### src/rtl/trg_gate_pkg.sv
package trg_gate_pkg;
  typedef enum logic [1:0] {
    PRV_U   = 2'd0,
    PRV_S   = 2'd1,
    PRV_RSV = 2'd2,
    PRV_M   = 2'd3
  } priv_e;

  typedef struct packed {
    logic mpte;
    logic mte;
  } tctl_t;

  typedef struct packed {
    logic virt;
    logic mie;
    logic sie;
    logic vsie;
    logic mdeleg_bp;
    logic hdeleg_bp;
  } gate_ctx_t;
endpackage

### src/rtl/trg_ctl_reg.sv
module trg_ctl_reg
  import trg_gate_pkg::*;
#(
  parameter bit HAS_SMODE = 1'b1
) (
  input  logic  clk,
  input  logic  rst_n,
  input  logic  trap_enter,
  input  logic  m_return,
  input  logic  wr_en,
  input  tctl_t wr_data,
  output tctl_t q
);
  generate
    if (HAS_SMODE) begin : g_absent
      logic unused_ctl;
      assign unused_ctl = ^{clk, rst_n, trap_enter, m_return, wr_en, wr_data};
      assign q = '0;
    end else begin : g_present
      tctl_t r;
      always_ff @(posedge clk or negedge rst_n) begin
        if (!rst_n) begin
          r <= '0;
        end else if (trap_enter) begin
          r.mpte <= r.mte;
          r.mte  <= 1'b0;
        end else if (m_return) begin
          r.mpte <= r.mpte;
          r.mte  <= r.mpte;
        end else if (wr_en) begin
          r <= wr_data;
        end
      end
      assign q = r;
    end
  endgenerate
endmodule

### src/rtl/trg_block_eval.sv
module trg_block_eval
  import trg_gate_pkg::*;
#(
  parameter bit HAS_SMODE = 1'b1
) (
  input  priv_e     priv,
  input  gate_ctx_t ctx,
  input  logic      mte,
  output logic      act0_block
);
  generate
    if (HAS_SMODE) begin : g_smode
      logic m_hold, s_hold, vs_hold;
      logic unused_mte;
      assign unused_mte = mte;
      always_comb begin
        m_hold  = (priv == PRV_M) && !ctx.mie;
        s_hold  = (priv == PRV_S) && !ctx.virt && ctx.mdeleg_bp && !ctx.sie;
        vs_hold = (priv == PRV_S) && ctx.virt && ctx.mdeleg_bp
                  && ctx.hdeleg_bp && !ctx.vsie;
        act0_block = m_hold || s_hold || vs_hold;
      end
    end else begin : g_mmode
      logic unused_ctx;
      assign unused_ctx = ^ctx;
      assign act0_block = (priv == PRV_M) && !mte;
    end
  endgenerate
endmodule

### src/rtl/trg_permit.sv
module trg_permit
  import trg_gate_pkg::*;
#(
  parameter int ACT_W = 4
) (
  input  logic [ACT_W-1:0] act,
  input  priv_e            priv,
  input  logic             mte,
  input  logic             act0_block,
  output logic             mode_en,
  output logic             fire_ok
);
  logic act_other;
  always_comb begin
    act_other = |act;
    mode_en   = (priv != PRV_M) || act_other || mte;
    fire_ok   = act_other || !act0_block;
  end
endmodule

### src/rtl/trig_fire_gate.sv
module trig_fire_gate
  import trg_gate_pkg::*;
#(
  parameter bit HAS_SMODE = 1'b1,
  parameter int NUM_TRIG  = 4,
  parameter int ACT_W     = 4
) (
  input  logic                      clk,
  input  logic                      rst_n,
  input  logic [1:0]                priv_i,
  input  logic                      virt_i,
  input  logic                      mie_i,
  input  logic                      sie_i,
  input  logic                      vsie_i,
  input  logic                      mdeleg_bp_i,
  input  logic                      hdeleg_bp_i,
  input  logic                      trap_enter_i,
  input  logic                      m_return_i,
  input  logic                      ctl_we_i,
  input  logic [1:0]                ctl_wd_i,
  input  logic [NUM_TRIG*ACT_W-1:0] act_i,
  output logic [NUM_TRIG-1:0]       mode_en_o,
  output logic [NUM_TRIG-1:0]       fire_ok_o,
  output logic [1:0]                ctl_rd_o
);
  localparam int ACT_BITS = NUM_TRIG * ACT_W;

  priv_e     priv;
  gate_ctx_t ctx;
  tctl_t     ctl_q;
  tctl_t     ctl_wd;
  logic      act0_block;

  assign priv   = priv_e'(priv_i);
  assign ctl_wd = tctl_t'(ctl_wd_i);
  assign ctx    = '{virt: virt_i, mie: mie_i, sie: sie_i, vsie: vsie_i,
                    mdeleg_bp: mdeleg_bp_i, hdeleg_bp: hdeleg_bp_i};

  trg_ctl_reg #(.HAS_SMODE(HAS_SMODE)) u_ctl (
    .clk        (clk),
    .rst_n      (rst_n),
    .trap_enter (trap_enter_i),
    .m_return   (m_return_i),
    .wr_en      (ctl_we_i),
    .wr_data    (ctl_wd),
    .q          (ctl_q)
  );

  trg_block_eval #(.HAS_SMODE(HAS_SMODE)) u_eval (
    .priv       (priv),
    .ctx        (ctx),
    .mte        (ctl_q.mte),
    .act0_block (act0_block)
  );

  generate
    for (genvar i = 0; i < NUM_TRIG; i++) begin : g_trig
      trg_permit #(.ACT_W(ACT_W)) u_permit (
        .act        (act_i[i*ACT_W +: ACT_W]),
        .priv       (priv),
        .mte        (ctl_q.mte),
        .act0_block (act0_block),
        .mode_en    (mode_en_o[i]),
        .fire_ok    (fire_ok_o[i])
      );
    end
  endgenerate

  assign ctl_rd_o = ctl_q;

  if (ACT_BITS < 1) begin : g_bad_cfg
    initial $error("trig_fire_gate needs at least one action bit");
  end
endmodule

### config.mk
export PLATFORM = sky130hd
export DESIGN_NAME = trig_fire_gate
export DESIGN_NICKNAME = d
export VERILOG_FILES = /design/src/rtl/trg_gate_pkg.sv /design/src/rtl/trg_ctl_reg.sv /design/src/rtl/trg_block_eval.sv /design/src/rtl/trg_permit.sv /design/src/rtl/trig_fire_gate.sv
export SDC_FILE = /design/constraint.sdc
export NUM_CORES = 1
export LEC_CHECK = 0
export BUFFER_PORTS_ARGS = -buffer_cell sky130_fd_sc_hd__buf_2
export CAP_MARGIN = 20
export CORE_AREA = 2 2 39 41
export DETAILED_ROUTE_END_ITERATION = 10
export DIE_AREA = 0 0 41 43
export SLEW_MARGIN = 20
export SYNTH_ARGS = -nofsm -noshare
export SYNTH_HDL_FRONTEND = slang
export SYNTH_SLANG_ARGS = --single-unit
### constraint.sdc
create_clock -name vclk -period 0.9
set_input_delay 0.09 -clock vclk [all_inputs]
set_output_delay 0.09 -clock vclk [all_outputs]
set_load 0.01 [all_outputs]
==> Yosys cells after proc, flatten, opt, wreduce, memory -nomap -nowiden <==
Cells that the tools add are included.
W data, S select, Z words.
{ "op_classes": {"addsub": 0, "mul": 0, "n_div": 0, "n_lt_le_gt_ge": 0, "n_eq_ne": 3, "shifts": 0, "mux": 0, "bitwise": 0, "reduce_logical": 27} }
{ "op_table": {"columns": ["op", "n"], "rows": [
  ["$reduce_or A4 Y1", 4],
  ["$logic_or A1 B1 Y1", 10],
  ["$logic_and A1 B1 Y1", 8],
  ["$logic_not A1 Y1", 5],
  ["$eq A2 B1 Y1 const B", 1],
  ["$eq A2 B2 Y1 const B", 1],
  ["$ne A2 B2 Y1 const B", 1]
]} }
{ "word_totals": {"ff_bits": 0, "latch_bits": 0, "ramBits": 0, "rom_bits": 0, "inputBits": 31, "out_inout_bits": 10, "elab_cells": 30, "memories": 0} }

==> Logic depth before layout (Yosys ltp) <==
Gate-level depths: netlist of run 1.
{ "logic_depth": {"ltp_word": 8, "ltp_mapped": 4, "ltp_nobuf": 3} }

==> Hierarchy <==
A second synthesis of run 1 with hierarchy kept.
{ "hier_totals": {"cells_unflattened": 20, "hier_area_um2": 160.2} }
{ "modules_own_cells": {"columns": ["mod", "n_inst", "cells_each", "area_per_inst_um2", "seq_area_each_um2"], "rows": [
  ["trg_permit", 4, 3, 25.0, 0.0],
  ["trg_block_eval", 1, 5, 41.3, 0.0],
  ["trg_ctl_reg", 1, 3, 18.8, 0.0]
]} }

==> Worst setup path after synthesis of run 1 <==
No wires, ideal clock.
{ "synth_path": {"kind": "input-to-output", "start": "in vsie_i", "end": "out fire_ok_o[0]", "t_arrival_ns": 0.668, "t_required_ns": 0.810, "path_slack_ns": 0.142, "path_stages": 4, "path_buffers": 1, "cell_sequence": "and3b_1 > o221a_2 > nand2_1 > buf_4"} }
{ "synth_between": {"elab_chain_cells": 5} }
{ "synth_lines": {"columns": ["item", "line", "source"], "rows": [
  ["from (decl)", "trig_fire_gate.sv:14", "input logic vsie_i,"],
  ["$logic_not A1 Y1", "trg_block_eval.sv:20", "&& ctx.hdeleg_bp && !ctx.vsie;"],
  ["$logic_and A1 B1 Y1", "trg_block_eval.sv:20", null],
  ["$logic_or A1 B1 Y1", "trg_block_eval.sv:21", "act0_block = m_hold || s_hold || vs_hold;"],
  ["$logic_not A1 Y1", "trg_permit.sv:17", "fire_ok = act_other || !act0_block;"],
  ["$logic_or A1 B1 Y1", "trg_permit.sv:17", null],
  ["to (decl)", "trig_fire_gate.sv:23", "output logic [NUM_TRIG-1:0] fire_ok_o,"]
]} }
No other way between the ends.

==> Final worst setup path of run 1 <==
{ "layout_path": {"start": "in vsie_i", "end": "out fire_ok_o[3]"} }
Same word-level chain as after synthesis.

==> results of run 1 <==
per-stage QoR:
step           total power, uW  utilization  instances  worst slack (ns)  hold WS (ns)
6_report                   130        0.285         70           0.00191         0.470
4_1_cts                    117        0.259         70          -0.00461         0.469
3_3_place_gp              92.4        0.224         70           -0.0421         0.466
2_1_floorplan             33.7            -         29             0.142         0.331
3_5_place_dp              95.4        0.224         70           -0.0498         0.472
5_1_grt                    142        0.285         70           -0.0539         0.493
layout make-up:
class,count,area [sq um],area share
Multi-Input combinational cell,19,166,0.422
Tap cell,16,20.0,0.0508
Timing Repair Buffer,35,208,0.527
critical path: stages:
cell and delay, ns:
buf_6 0.09, and3b_1 0.22, o221a_4 0.21, nand2_1 0.05
buf_2 0.14
report_power, final:
part	switching (uW)	internal (uW)
Sequential	0	0
Combinational	54.3	75.6
Clock	0	0
cell families after synthesis:
kind of cell,count (synthesis),share of synthesized area
other,1,0.0210
and+or+nand+nor,15,0.455
AOI/OAI and AO/OA,2,0.105
buffers and inverters,10,0.420
synthesized netlist by cell type:
cell and n:
conb_1 1, nor4_1 4, o21bai_1 1, nor2b_1 2
o221a_2 1, nand2_1 4, nand3_1 4, and3b_1 1
buf_4 10
metal layers:
metal	vias to the layer above	GRT usage	share of wire
met4	0	0	0
met2	15	0.141	0.55
met5	-	0	0
met3	0	0.00524	0.12
met1	124	0.0665	0.34
li1	141	-	-
worst max path at each step:
stage | to | startpoint
5_1_grt | fire_ok_o[3] | vsie_i
2_1_floorplan | fire_ok_o[0] | vsie_i
3_5_place_dp | fire_ok_o[2] | priv_i[1]
6_report | fire_ok_o[3] | vsie_i
3_3_place_gp | fire_ok_o[0] | priv_i[1]
4_1_cts | fire_ok_o[3] | vsie_i
repair_timing:
item	in CTS	in global routing
gates resized for setup	9	5
setup endpoints to repair	7	7
pin swaps	1	1
==> results.txt, run 1 <==
- The run finished with clean final reports.
- Die ar.: 1760 sq um
- Fraction of synthesized cell area taken by the top area cell type: 0.420
- Leaving out fill and tap cells, the most frequent cell in the layout is buf_2.
- Period utilisation layout: 0.998
* Maximum Capacitance Violations: 0
- Counting I/O delays and the setup requirement, the final critical path takes 0.898 ns.
* Type of the worst min-delay path: in2out
- Launch point of the worst hold path: act_i[9]
* Number of rows in the core area: 14
- In this run, post-CTS hold repair placed 0 buffers.
* Routed wire length per instance: 9.31 um
- Placed wire-length estimate: 548 um
- Clock buf count: 0
- After the first detailed-routing iteration, the DRC count stood at 0.
- Setup total negative slack on the finished layout was measured at 0 ns.
- Unrepaired setup endpoints after global routing: true
- In the layout the commonest cells are buf_2, nand2_1, nand3_1, buf_6, buf_4.
- Y dimension of the die: 43 um
- Core Footprint: 1380 sq um
* Vias after detailed routing: 280
- Finished layout cell area: 394 sq um
* Initial core utilization: 0.129
- The count of pins over their slew limit was 0.
- Max FO, Critical Path: 4
- The number of different library cells used by synthesis comes to 9.
- Data on the critical path is required at its endpoint by 0.81 ns.
* Cell type with the largest total area after synthesis: buf_4
- In this run the power density over the cells is 330 nW/um^2.
- Once placement finished, the instance area stood at 310 sq um.
* Top-level port count: 41
* Setup crit start kind: primary input
- Number of detailed-routing iterations run before antenna repair: 1
* Wire length of the first global-routing pass: 869 um
- Buffers inserted during post-CTS setup optimization: 0
- Port Buffer Count: 32
* Count of nets left with antenna violations after detail routing: 0
- For this design the static power due to leakage is 0.000182 uW.
* Highest Clock Rate: 1110 MHz
* Portion of the post-synthesis area used by sequential elements: 0
* Worst Setup End Kind: output port
* Area grow syn2layout: 120%
- The die is 41 um wide.
- Number of diodes: 0
* Top post-synthesis cells by area: buf_4, nor4_1, nand3_1
- Counting instances, the worst hold path has a depth of 4.
- Total number of nets in the final design: 87
* Layout sequential cell count: 0
- Final setup violating endpoints: 0
- Of the cells placed in the final design, the portion with a size suffix greater than 1 is 0.759.
* Detailed-route vias per instance: 4.00
- Signal arrival time at the worst endpoint: 0.81 ns
- The total overflow left after global routing is 0.
- Pin count of the biggest net entering global routing: 6
- The final hold violation count is 0.
- The via count of the first global-routing pass was 252.
* Routability Congestion: 0.562
* Sink of the worst hold path: fire_ok_o[2]
* Syn Inst Count: 28
- The sequential cells in the finished layout cover a total of 0 sq um.
* Setup CP Type: in2out
- The cell area that synthesis handed to floorplanning was 179 sq um.
- Filler Cell Count: 148
- Warning count from the yosys run: 0
* Number of remaining DRC errors: 0
- Averaged over all synthesized cells, the footprint is 6.39 sq um.
- For this run, the total global-route usage over all layers was measured as 0.0669.
- The routed design has 652 um of wire.
- The initial antenna violation count came to 0.
- Across the VDD grid, the largest voltage drop is 0.0560 mV.
Power figures use the tool's default switching activity.
==> run 2, diff against run 1 <==
==> constraint.sdc (replaced) <==
create_clock -name vclk -period 1.2
set_input_delay 0.12 -clock vclk [all_inputs]
set_output_delay 0.12 -clock vclk [all_outputs]
set_load 0.1 [all_outputs]
==> run 2 against run 1 <==
Via count is 5.4% lower. Clock-buffer cell count stayed put. Flip-flop and latch count stayed put. Power is 15% lower. First-iteration DRC count is 4 higher. Sequential share of layout area stayed put. Combinational power is 15% lower. Non-clock buffer count is 3 lower. Setup slack better by 0.069 ns. Critical path type unchanged. Critical endpoint is now fire_ok_o[2]. Highest routed layer unchanged.
==> results.txt, run 2 (synthesis results as in run 1) <==
- Buffers inserted during post-CTS setup optimization: 0
- Global Route Usage Sum: 0.0629
- Routed wire length per instance: 8.81 um
* Comb pwr share: 1.000
- Part of the total power dissipated in sequential elements: 0
* CP required: 1.08 ns
- Grouping stages by cell kind, the critical path spends the most delay in buffers and inverters.
- Cell with the largest stage delay on the worst path: o221a_2
- Unrepaired setup endpoints after global routing: false
* Number of endpoints with negative hold slack in the final report: 0
- Wire length of the first global-routing pass: 807 um
- Final core utilization: 0.260
* Port Buffer Count: 32
- Routability Congestion: 0.565
- In this run, placement finished with an instance count of 67.
* Period utilisation layout: 0.941
* Total number of nets in the final design: 84
- Final Power: 110 uW
- Combined flip-flop and latch cell area: 0 sq um
- Global routing finished with a remaining overflow of 0.
- The via count of the first global-routing pass is 241.
* Internal power contribution: 41.0 uW
- Initial core utilization: 0.129
* Switching power: 69.3 uW
- Gates resized during post-CTS repair numbered 0.
* CP cell instances: buf_2, nor2b_1, o221a_2, nand2_1, buf_12
- The share of total power dissipated in the clock network is 0.
- Y dimension of the die: 43 um
- Detailed-route vias per instance: 3.96
- Number of diodes: 0
- Leaving out fill and tap cells, the most frequent cell in the layout is buf_2.
- Number of rows in the core area: 14
* Post-detailed-routing wire length: 590 um
- Layout sequential cell count: 0
- Type of the worst min-delay path: in2out
- Maximum Capacitance Violations: 0
- Vias after detailed routing: 265
* Max FO, Critical Path: 7
- The count of pins over their slew limit came to 0.
- Area post-placement: 348 sq um
- The worst-case IR drop observed on VDD is 0.104 mV.
* Setup CP Type: in2out
- The flow ran to the end, and the final reports show no timing, DRC or antenna violations.
- Worst Setup End Kind: output port
- Of the cells placed in the final design, the portion with a size suffix greater than 1 is 0.686.
- Finished layout cell area: 360 sq um
* Area grow syn2layout: 101%
- Fin cells: 67
- STA puts the critical path data arrival time at 1.01 ns.
- Once detail routing completed, the nets flagged for antenna violations numbered 0.
* Die ar.: 1760 sq um
* Clock buf count: 0
- The initial antenna violation count was 0.
* Post-CTS Hold Buffers: 0
- Setup crit start kind: primary input
- Violation count after the first detailed-route iteration: 4
- Setup violations remaining at the end of the flow were counted as 0.
- Pin count of the biggest net entering global routing: 8
- Net switching share of the total power: 0.628
- Leak Pwr: 0.000176 uW
- Die Wd: 41 um
* Summed negative setup slack over all endpoints: 0 ns
- Total power divided by cell area: 306 nW/um^2
- In this design, the stage delay of the slowest critical-path cell is 0.32 ns.
- Number of buffer and inverter instances along the worst setup path: 2
- The smallest clock period supported by the final layout is computed as 1.13 ns.
* Most used cells in the layout excluding fill and tap cells: buf_2, nand2_1, nand3_1, buf_12
- Core Footprint: 1380 sq um
- For this design the top-level I/O count stands at 41.
* Highest Clock Rate: 885 MHz
* Number of detailed-routing iterations run before antenna repair: 4
- Number of remaining DRC errors: 0
[run 2: tightest hold or removal path, delay by kind of cell]
kind          cells  cell delay (ns)
buf+inv           2             0.27
simple gates      2             0.14
[run 2: layout make-up]
cell class                      instances  area, sq um
Fill cell                             153         1020
Timing Repair Buffer                   32          220
Tap cell                               16         20.0
Multi-Input combinational cell         19          120
[run 2: path summary, 6_finish.rpt]
kind	startpoint	endpoint	cells past startpoint
setup / recovery	priv_i[1]	fire_ok_o[2]	5
hold / removal	act_i[2]	fire_ok_o[0]	4
[run 2: per-layer routing]
| layer | GRT usage | up-vias | share of wire |
|---|---|---|---|
| met1 | 0.0601 | 116 | 0.33 |
| met5 | 0 | - | 0 |
| li1 | - | 134 | - |
| met4 | 0 | 0 | 0 |
| met3 | 0 | 0 | 0.11 |
| met2 | 0.138 | 15 | 0.56 |
[run 2: stage by stage]
stage,setup WS [ns],hold WS [ns]
2_1_floorplan,0.212,0.513
3_3_place_gp,0.0619,0.637
3_5_place_dp,0.0589,0.642
4_1_cts,0.0603,0.642
5_1_grt,0.00506,0.658
6_report,0.0706,0.638
[run 2: power groups by stage]
| stage | registers (uW) | clock network, uW | logic [uW] |
|---|---|---|---|
| 4_1_cts | 0 | 0 | 108 |
| 5_1_grt | 0 | 0 | 119 |
| 6_report | 0 | 0 | 110 |
| 3_5_place_dp | 0 | 0 | 108 |
| 2_1_floorplan | 0 | 0 | 66.1 |
| 3_3_place_gp | 0 | 0 | 106 |
==> run 3, diff against run 2 <==
--- a/config.mk
+++ b/config.mk
@@ -7,9 +7,12 @@
 export LEC_CHECK = 0
 export BUFFER_PORTS_ARGS = -buffer_cell sky130_fd_sc_hd__buf_2
 export CAP_MARGIN = 20
-export CORE_AREA = 2 2 39 41
+export CELL_PAD_IN_SITES_DETAIL_PLACEMENT = 0
+export CELL_PAD_IN_SITES_GLOBAL_PLACEMENT = 1
+export CORE_UTILIZATION = 13
 export DETAILED_ROUTE_END_ITERATION = 10
-export DIE_AREA = 0 0 41 43
+export MAX_ROUTING_LAYER = met4
+export PLACE_DENSITY_LB_ADDON = 0.1
 export SLEW_MARGIN = 20
 export SYNTH_ARGS = -nofsm -noshare
 export SYNTH_HDL_FRONTEND = slang
==> run 3 against run 2 <==
Sequential share of layout area is the same. Critical path depth down 1. Clock-buffer cell count unchanged. Final area is 0.69% higher. Final cell count is the same. Critical endpoint is now mode_en_o[0]. Largest cell class unchanged.
==> results.txt, run 3 (synthesis results as in run 1) <==
* Outcome: finished, final reports clean
* CP max stage delay: 0.37 ns
- Maximum Capacitance Violations: 0
* Highest Clock Rate: 884 MHz
- Cell with the largest stage delay on the worst path: nor4_1
* Number of remaining DRC errors: 0
- Layout sequential cell count: 0
- Number of endpoints with negative hold slack in the final report: 0
* Met1 demand-to-capacity share in global routing: 0.0878
* Signal arrival time at the worst endpoint: 1.01 ns
* Leak Pwr: 0.000182 uW
- Initial antenna violation count: 0
- The worst setup path is launched from a primary input.
- Dividing the final minimum period by the clock period gives 0.942.
* Final critical path time including I/O delays and setup: 1.13 ns
- Summed negative setup slack over all endpoints: 0 ns
- Pin count of the biggest net entering global routing: 6
* Worst setup path start: act_i[1]
* Final Max Tran Viols: 0
- For this run, global-route usage on met3 was measured as 0.
* Worst Setup End Kind: output port
- Input and output buffers added on the ports amount to 32.
- Die Wd: 39.1 um
* Type of the worst min-delay path: in2out
* Post-CTS Hold Buffers: 0
- Vias after detailed routing: 274
* Number of diodes: 0
- Wires add up to 658 um.
* Routed wire length per instance: 9.82 um
* Area grow syn2layout: 103%
- The top cell types in the final layout, fill and taps aside, are buf_2, nand2_1, nand3_1, buf_12, nor4_1.
- Number of detailed-routing iterations run before antenna repair: 2
* Buffers inserted during post-CTS setup optimization: 0
- Most numerous cell on the critical path: buf_2
* Count of cells along the worst hold path: 4
- Setup CP Type: in2out
- The count of nets left with antenna violations once routing finished came out at 0.
* Unrepaired setup endpoints after global routing: false
* Worst vdd rail ir drop: 0.143 mV
- Of the cells placed in the final design, the portion with a size suffix greater than 1 is 0.673.
- In the global route stage, overall resource usage came out at 0.0764.
- Clock buf count: 0
- Max FO, Critical Path: 2
- Combined flip-flop and latch cell area: 0 sq um
* Area used by multi-input combinational logic: 114 sq um
* Wire length of the first global-routing pass: 814 um
* Violation count after the first detailed-route iteration: 4
- Vias in the first global route: 206
- Number of buffer and inverter instances along the worst setup path: 2
* Met2 layer usage reported by global route: 0.154
* Die ar.: 1530 sq um
- For this configuration, the core starts out at a cell density of 0.139.
- The filler cells instantiated in the layout total 141.
* CP cell instances: buf_2, nor4_1, nand3_1, buf_2
- CP required: 1.08 ns
- The congestion estimate from routability-driven global placement came to 0.541.
- Number of cells on the critical path: 4
- Top-level port count: 41
* Most Used Layer, Global Route: met2
- Counting tap cells, the placed design contains a total of 67 instances.
- Detailed-route vias per instance: 4.09
* Endpoint of the most critical setup path: mode_en_o[0]
- Fin cells: 67
- In the final design database the tool counted 85 nets.
- In this run the core area contains 13 standard-cell rows.
* Family with the most delay on the worst path: simple AND/OR/NAND/NOR gates
- Final setup violating endpoints: 0
- Core Footprint: 1280 sq um
- The library cell used most frequently in the layout, excluding fill and tap cells, is buf_2.
* Y dimension of the die: 39.1 um
- Total power divided by cell area: 309 nW/um^2
- The total overflow left after global routing is 0.
## run 3: changes by cell type in the layout (fill, tap and decap cells not counted), sizes merged
cell	before	now
clkbuf	0	1
## run 3: metrics by stage
stage | setup slack, ns | power [uW] | hold WS, ns | area, sq um | utilization
after floorplan | 0.212 | 66.1 | 0.513 | 183 | -
after global placement | 0.0959 | 109 | 0.635 | 354 | 0.276
after detailed placement | 0.0635 | 111 | 0.641 | 354 | 0.276
after CTS | 0.0572 | 111 | 0.641 | 354 | 0.276
after global routing | 0.00172 | 119 | 0.666 | 363 | 0.282
final | 0.0691 | 112 | 0.638 | 363 | 0.282
## run 3: repair_timing
action,4_1_cts,5_1_grt
endpoints found under the setup margin,0,2
endpoints found under the hold margin,0,0
resized for setup,0,2
## run 3: worst min-delay path by stage
stage          startpoint  slack [ns]           end
4_1_cts         act_i[14]        0.64  fire_ok_o[3]
3_3_place_gp    act_i[10]        0.63  fire_ok_o[2]
6_report        act_i[14]        0.64  fire_ok_o[3]
3_5_place_dp    act_i[14]        0.64  fire_ok_o[3]
2_1_floorplan   priv_i[1]        0.51  mode_en_o[0]
5_1_grt          act_i[5]        0.67  fire_ok_o[1]
## run 3: final cells by class
| type | instances | share of cell area |
|---|---|---|
| tap | 15 | 0.0517 |
| timing repair buffer | 33 | 0.634 |
| multi-input combinational | 19 | 0.314 |
## run 3: routing by layer
metal,vias up,share of wire
li1,136,-
met1,123,0.36
met2,15,0.57
met3,0,0.071
met4,0,0
met5,-,0
## run 3: power breakdown
| part | switching [uW] | internal (uW) |
|---|---|---|
| Combinational | 69.5 | 42.8 |
| Sequential | 0 | 0 |
| Clock | 0 | 0 |
